<file path="src/rtl/poll_eoi_pkg.sv">
package poll_eoi_pkg;
    localparam int REG_W      = 16;
    localparam int TYPE_W     = 5;
    localparam int LEVEL_W    = 3;
    localparam int NSPEC_BIT  = 15;
    localparam int VALID_BIT  = 15;

    typedef enum logic {
        ADDR_POLL = 1'b0,
        ADDR_EOI  = 1'b1
    } reg_addr_e;

    typedef enum logic [1:0] {
        CLR_SPECIFIC = 2'd0,
        CLR_NONSPEC  = 2'd1,
        CLR_LEVEL    = 2'd2
    } clr_kind_e;
endpackage

</file>
<file path="src/rtl/poll_eoi_prio_enc.sv">
module poll_eoi_prio_enc #(
    parameter int N     = 8,
    localparam int IDX_W = (N > 1) ? $clog2(N) : 1
) (
    input  logic [N-1:0]     vec,
    output logic             found,
    output logic [IDX_W-1:0] idx
);
    always_comb begin
        found = 1'b0;
        idx   = '0;
        for (int i = N - 1; i >= 0; i--) begin
            if (vec[i]) begin
                found = 1'b1;
                idx   = IDX_W'(i);
            end
        end
    end
endmodule

</file>
<file path="src/rtl/poll_eoi_clear_dec.sv">
module poll_eoi_clear_dec
    import poll_eoi_pkg::*;
#(
    parameter int N         = 8,
    parameter int TYPE_BASE = 8,
    localparam int IDX_W    = (N > 1) ? $clog2(N) : 1
) (
    input  logic              eoi_wr,
    input  logic              slave_mode,
    input  logic              nspec,
    input  logic [TYPE_W-1:0] code,
    input  logic              svc_found,
    input  logic [IDX_W-1:0]  svc_idx,
    output logic [N-1:0]      clr_mask
);
    clr_kind_e kind;

    always_comb begin
        if (slave_mode)  kind = CLR_LEVEL;
        else if (nspec)  kind = CLR_NONSPEC;
        else             kind = CLR_SPECIFIC;
    end

    for (genvar i = 0; i < N; i++) begin : g_src
        logic type_hit;
        logic level_hit;
        logic top_hit;

        assign type_hit  = (code == TYPE_W'(TYPE_BASE + i));
        assign level_hit = (code[LEVEL_W-1:0] == LEVEL_W'(i)) && (i < (1 << LEVEL_W));
        assign top_hit   = svc_found && (svc_idx == IDX_W'(i));

        always_comb begin
            unique case (kind)
                CLR_LEVEL:   clr_mask[i] = eoi_wr && level_hit;
                CLR_NONSPEC: clr_mask[i] = eoi_wr && top_hit;
                default:     clr_mask[i] = eoi_wr && type_hit;
            endcase
        end
    end
endmodule

</file>
<file path="src/rtl/poll_eoi_unit.sv">
module poll_eoi_unit
    import poll_eoi_pkg::*;
#(
    parameter int NUM_SRC   = 8,
    parameter int TYPE_BASE = 8
) (
    input  logic               clk,
    input  logic               rst,
    input  logic               slave_mode,
    input  logic [NUM_SRC-1:0] irq_req,
    input  logic               ack,
    input  logic               reg_wr,
    input  logic               reg_addr,
    input  logic [REG_W-1:0]   reg_wdata,
    output logic [REG_W-1:0]   reg_rdata
);
    localparam int IDX_W = (NUM_SRC > 1) ? $clog2(NUM_SRC) : 1;

    typedef struct packed {
        logic [NUM_SRC-1:0] pend;
        logic [NUM_SRC-1:0] svc;
    } state_t;

    state_t st_d, st_q;

    logic               pend_found, svc_found, rep_valid, eoi_wr;
    logic [IDX_W-1:0]   pend_idx, svc_idx;
    logic [NUM_SRC-1:0] ack_mask, clr_mask;
    logic [TYPE_W-1:0]  rep_type;
    logic [REG_W-1:0]   poll_word;
    logic               unused_wdata;

    poll_eoi_prio_enc #(.N(NUM_SRC)) u_pend_enc (
        .vec   (st_q.pend),
        .found (pend_found),
        .idx   (pend_idx)
    );

    poll_eoi_prio_enc #(.N(NUM_SRC)) u_svc_enc (
        .vec   (st_q.svc),
        .found (svc_found),
        .idx   (svc_idx)
    );

    assign eoi_wr = reg_wr && (reg_addr == ADDR_EOI);

    poll_eoi_clear_dec #(.N(NUM_SRC), .TYPE_BASE(TYPE_BASE)) u_clear_dec (
        .eoi_wr     (eoi_wr),
        .slave_mode (slave_mode),
        .nspec      (reg_wdata[NSPEC_BIT]),
        .code       (reg_wdata[TYPE_W-1:0]),
        .svc_found  (svc_found),
        .svc_idx    (svc_idx),
        .clr_mask   (clr_mask)
    );

    assign unused_wdata = ^reg_wdata[NSPEC_BIT-1:TYPE_W];

    // a source is reportable only if it outranks everything in service
    assign rep_valid = pend_found && (!svc_found || (pend_idx < svc_idx));
    assign rep_type  = rep_valid ? TYPE_W'(TYPE_BASE + int'(pend_idx)) : '0;
    assign ack_mask  = (ack && rep_valid) ? (NUM_SRC'(1) << pend_idx) : '0;

    always_comb begin
        st_d      = st_q;
        st_d.pend = (st_q.pend & ~ack_mask) | irq_req;
        st_d.svc  = (st_q.svc & ~clr_mask) | ack_mask;
    end

    always_ff @(posedge clk) begin
        if (rst) st_q <= '0;
        else     st_q <= st_d;
    end

    always_comb begin
        poll_word                = '0;
        poll_word[VALID_BIT]     = rep_valid;
        poll_word[TYPE_W-1:0]    = rep_type;
        reg_rdata = (reg_addr == ADDR_POLL) ? poll_word : '0;
    end
endmodule

</file>
<file path="config.mk">
export PLATFORM = sky130hd
export DESIGN_NAME = poll_eoi_unit
export DESIGN_NICKNAME = d
export VERILOG_FILES = /design/src/rtl/poll_eoi_pkg.sv /design/src/rtl/poll_eoi_prio_enc.sv /design/src/rtl/poll_eoi_clear_dec.sv /design/src/rtl/poll_eoi_unit.sv
export SDC_FILE = /design/constraint.sdc
export NUM_CORES = 1
export LEC_CHECK = 0
export BUFFER_PORTS_ARGS = -buffer_cell sky130_fd_sc_hd__buf_2
export CORE_UTILIZATION = 53
export DETAILED_ROUTE_END_ITERATION = 10
export PLACE_DENSITY_LB_ADDON = 0.05
export SLEW_MARGIN = 25
export SYNTH_ARGS = -nofsm -noshare
export SYNTH_HDL_FRONTEND = slang
export SYNTH_HIERARCHICAL = 1
export SYNTH_SLANG_ARGS = --single-unit
</file>
<file path="constraint.sdc">
create_clock -name clk -period 4.23 [get_ports clk]
set_clock_uncertainty 0.1 [all_clocks]
set_input_delay 0.846 -clock clk [delete_from_list [all_inputs] [get_ports clk]]
set_output_delay 0.846 -clock clk [all_outputs]
set_load 0.01 [all_outputs]
</file>
[Word level (Yosys, flattened, before mapping)]
Cells that the tools add are included.
Widths: inputs -> output; s select.
Cells by class
  add/subtract/negate cells: 1
  order comparisons: 1
  equal/unequal tests: 24
  shift operators: 1
  multiplexer cells: 45
  bitwise logic cells: 6
  reductions and logical operators: 39
Operators with widths (count)
  $mux 3: 16
  $eq 5x4->1 const B: 8
  $logic_and 1x1->1: 35
  $eq 3x3->1 const B: 8
  $mux 1: 17
  $and 8x8->8: 2
  $mux 16: 1
  $not 8->8: 2
  $or 8x8->8: 2
  $pmux 1 s2: 8
  $eq 3x2->1 const B: 4
  $mux 8: 1
  $shl 1x3->8 const A: 1
  $eq 3x1->1 const B: 2
  $logic_not 3->1: 2
  $add 4x3->5 const A: 1
  $mux 5: 1
  $lt 3x3->1: 1
  $eq 2x1->1 const B: 1
  $eq 2x2->1 const B: 1
  $mux 2: 1
  $logic_not 1->1: 1
  $logic_or 1x1->1: 1
Word-level totals
  register bits: 16
  input bits: 30
  output and inout port bits: 16
  word-level logic and storage cells: 119

[Longest topological paths before layout]
  depth in word-level cells: 16
  depth in mapped cells: 10
  depth with buffers taken out: 9

[Modules after synthesis]
The synthesis kept the hierarchy.
By module, submodules not included
  poll_eoi_unit: instances 1, cells an instance 102, area an instance 839.6 µm², sequential area each 320.3 µm²
  poll_eoi_clear_dec: instances 1, cells an instance 46, area an instance 351.6 µm², sequential area each 0.0 µm²
  poll_eoi_prio_enc: instances 2, cells an instance 13, area an instance 80.1 µm², sequential area each 0.0 µm²

[Worst setup path before layout]
Ideal clock, no wire load.
  path type: flip-flop to output port
  start point: reg st_q[3] in the netlist's numbering
  end point: out reg_rdata[15]
  arrival: 2059 ps
  required time: 3284 ps
  setup slack: 1225 ps
  stages on the path, launching flop included: 10
  buffers on the path: 2
  cell sequence: dfxtp_1 nor4_2 nor2b_1 inv_1 ha_1 o21ai_0 a22oi_1 buf_6 nor2_1 buf_4
Between the ends
  cells in the longest elaborated chain, start to end: 8
  elaborated cells on any way between the ends: 13
  classes of those cells: order compare: 1; mux: 9; reduce/logical: 3
RTL lines
  from (decl): RTL line poll_eoi_unit.sv:24  | state_t st_d, st_q;
  from (signal assigned): RTL line poll_eoi_unit.sv:72  | else st_q <= st_d;
  $mux 3 (4 in series): RTL line poll_eoi_prio_enc.sv:13  | if (vec[i]) begin
  via svc_idx[2]: RTL line poll_eoi_unit.sv:27  | logic [IDX_W-1:0] pend_idx, svc_idx;
  $lt 3x3->1: RTL line poll_eoi_unit.sv:60  | assign rep_valid = pend_found && (!svc_found || (pend_idx < svc_idx));
  $logic_or 1x1->1: RTL line poll_eoi_unit.sv:60
  $logic_and 1x1->1: RTL line poll_eoi_unit.sv:60
  $mux 16: RTL line poll_eoi_unit.sv:79  | reg_rdata = (reg_addr == ADDR_POLL) ? poll_word : '0;
  to (decl): RTL line poll_eoi_unit.sv:15  | output logic [REG_W-1:0] reg_rdata
The timed path passes the listed nets, and every way through them passes these cells.

[Worst setup path after layout]
  start point: reg st_q[5] in the netlist's numbering
  end point: out reg_rdata[15]
Between the ends
  cells in the longest elaborated chain, start to end: 10
  elaborated cells on any way between the ends: 17
  classes of those cells: order compare: 1; mux: 13; reduce/logical: 3
RTL lines (RTL line)
  $mux 3 (6 in series): poll_eoi_prio_enc.sv:13
  via svc_idx[1]: poll_eoi_unit.sv:27
  $lt 3x3->1: poll_eoi_unit.sv:60
  $logic_or 1x1->1: poll_eoi_unit.sv:60
  $logic_and 1x1->1: poll_eoi_unit.sv:60
  $mux 16: poll_eoi_unit.sv:79
The timed path passes the listed nets, and every way through them passes these cells.

==> results.json <==
{
  "fillers": 218,
  "hold_viol_final": 0,
  "cp-end-kind": "primary output",
  "largest-register": "st_q",
  "required_ns": 3.28,
  "grt_util_all_layers_pct": 27.4,
  "io_buffers": 24,
  "fp.dieH_um": 52.5,
  "slew_violations": 0,
  "synth.distinct_cells": 41,
  "ctsResizeCount": 0,
  "synth_edf_count": 0,
  "p_leak_nw": 0.587,
  "synthFlopType": "dfxtp_1",
  "fin_crit_ns": 3.61,
  "fin_crit_sh_pct": 85.3,
  "powerDensity_mw_per_mm2": 337,
  "grt_pass1_vias": 1272,
  "drcViolationCount": 0,
  "layout.nets": 229,
  "core_mm2": 0.00230,
  "area_growth_pct": 8.80,
  "netlist_instances": 174,
  "numCtsBuffers": 3,
  "r2r_slack_ns": 1.57,
  "crit_end": "reg_rdata[15]",
  "ant_nets": 0,
  "grt_max_degree": 19,
  "antenna_found_initial": 0,
  "final_util_pct": 64.0,
  "pre_cts_slack_ns": 0.972,
  "drt-total-wl_um": 3250,
  "routedWlPerCell_um": 14.5,
  "htreeDepth": 1,
  "setup_viol": 0,
  "post-cts-setup-buffers": 0,
  "place.gp.congestion": 0.901,
  "synth-seq-cells": 16,
  "slew_headroom_pct": 38.4,
  "rows": 17,
  "drt_pass1_iterations": 4,
  "p_sw_uw": 201,
  "cts_tree": "yes",
  "via_per_inst": 5.97,
  "layout-drive-gt1-share_pct": 25.5,
  "cpMostUsedCell": "nor2_1",
  "die_w_um": 52.5,
  "clockPowerShare_pct": 21.6,
  "cts-root-buf": "clkbuf_4",
  "rr_endpoint": "st_q[4]$_SDFF_PP0_",
  "dieArea_mm2": 0.00276,
  "arrival_ns": 2.66,
  "hp-class": "reg -> reg",
  "comb_power_share_pct": 42.2,
  "tns_ns": 0,
  "worstHoldPathCells": 2,
  "initial_utilization_pct": 58.8,
  "num_io_pins": 46,
  "switching_share_pct": 40.5,
  "critical_path_class": "reg -> out",
  "slowest_delay_ns": 0.66,
  "cts_buffer_depth": 2,
  "largest_reg_flops": 16,
  "dp_hpwl_um": 2530,
  "internal-power_uw": 295,
  "path_max_fanout": 6,
  "critical_path.slowest_cell": "a211oi_1",
  "ys_async_sr_fraction_pct": 0,
  "setup_slack_ns": 0.623,
  "grt-ovfl-total": 0,
  "cts_hold_buf": 0,
  "outcome": "finished, final reports clean",
  "worstPathCellList": "nor2_1 > o21ai_0 > a211oi_1 > inv_1 > ha_1 > o21ai_1 > a22oi_1 > nor2_1 > buf_2",
  "rsz0062_at_grt": "no",
  "drtIter0Drc": 38,
  "clkTransAtPathRegs_ns": 0.09,
  "insertion_delay_ns": 0.30,
  "syn_area_per_cell_um2": 7.77,
  "reg2reg_from": "st_q[5]$_SDFF_PP0_",
  "antenna_cells": 0,
  "finalPower_uw": 495,
  "start_kind": "flip-flop",
  "grt_pass1_wl_um": 5570,
  "seqPwrFrac_pct": 36.2,
  "syn_area_mm2": 0.00135,
  "ff2ff_path_depth": 9,
  "cts_sinks": 16,
  "via_count": 1337,
  "ys_seq_area_share_pct": 23.7,
  "max_freq_mhz": 277,
  "worst_pin_slew_ns": 0.913,
  "ys_warn_count": 6,
  "vdd_drop_max_v": 0.000184,
  "largestRegisters": "st_q x16",
  "max-cap-violations": 0,
  "startpoint": "st_q[5]$_SDFF_PP0_"
}
## kinds of logic (layout without fill, tap and decap cells)
group | after synthesis | in the layout | share of synthesized area (%)
adders and majority gates | 2 | 2 | 1.85
and+or+nand+nor | 75 | 75 | 30.1
buffers and inverters | 25 | 37 | 11.5
AOI/OAI and AO/OA | 55 | 55 | 32.6
DFF | 16 | 16 | 23.7
other | 1 | 11 | 0.278
## how the worst min path moves through the flow
stage / startpoint / end
3_3_place_gp: st_q[6]$_SDFF_PP0_ / st_q[6]$_SDFF_PP0_
6_report: st_q[5]$_SDFF_PP0_ / st_q[5]$_SDFF_PP0_
3_5_place_dp: st_q[5]$_SDFF_PP0_ / st_q[5]$_SDFF_PP0_
2_1_floorplan: st_q[6]$_SDFF_PP0_ / st_q[6]$_SDFF_PP0_
4_1_cts: st_q[5]$_SDFF_PP0_ / st_q[5]$_SDFF_PP0_
5_1_grt: st_q[5]$_SDFF_PP0_ / st_q[5]$_SDFF_PP0_
## layout make-up
class                   instances  area (µm²)  share of cell area (%)
flip-flops and latches         16         320                    21.8
repair buffers                 27         143                    9.70
well taps                      28        35.0                    2.38
clock buffers                   4        36.3                    2.47
inverters                       6        22.5                    1.53
multi-input cells             143         913                    62.1
## critical path, delay by kind of cell (launching register included)
family	cells	cell delay, ns
AO/OA/AOI/OAI	4	1.28
flip-flops	1	0.34
adder cells (fa/ha/maj)	1	0.29
buffers and inverters	2	0.26
AND/OR/NAND/NOR	2	0.20
## through the flow
stage                     instances  hold WS [ns]  area, µm²
after floorplan                 184         0.359       1390
after global placement          220         0.378       1430
after detailed placement        220         0.392       1430
after CTS                       224         0.405       1470
after global routing            224         0.436       1470
final                           224         0.399       1470
## synth_stat cells, types with 3 or more instances
cell	n	area [µm²]
nor2_1	27	101
inv_1	6	22.5
nand2_1	12	45.0
nor3b_1	3	22.5
nor2b_1	6	37.5
a2111oi_2	8	120
buf_4	13	97.6
a21oi_1	11	55.1
nand2b_1	4	25.0
a211oi_1	6	45.0
buf_2	4	20.0
a31oi_1	6	37.5
dfxtp_1	16	320
a311oi_1	4	35.0
o21ai_0	3	15.0
nor3_1	4	20.0
o31ai_1	8	60.1
## layer usage
layer / track usage, % / routed length [µm] / vias up / part of all wire (%)
met3: 3.77 / 169 / 6 / 5.2
met2: 42.8 / 1520 / 47 / 47
met1: 36.0 / 1510 / 620 / 46
li1: - / - / 664 / -
met4: 14.5 / 51 / 0 / 1.6
met5: 0 / 0 / - / 0
## power by group through the flow
stage / sequential [mW] / clock, mW / combinational [mW]
after floorplan: 0.178 / 0 / 0.164
after global placement: 0.181 / 0 / 0.198
after detailed placement: 0.182 / 0 / 0.206
after CTS: 0.179 / 0.105 / 0.207
after global routing: 0.181 / 0.116 / 0.234
final: 0.179 / 0.107 / 0.209
## cell usage in the layout, fill, tap and decap left out, types with 6 or more instances in the layout
cell type  Yosys  layout
nor2_1        27      27
buf_2          4      24
dfxtp_1       16      16
nand2_1       12      12
conb_1         1      11
a21oi_1       11      11
o31ai_1        8       8
a2111oi_2      8       8
inv_1          6       6
a211oi_1       6       6
nor2b_1        6       6
a31oi_1        6       6
Note: power is estimated with default switching activity, not from simulation.
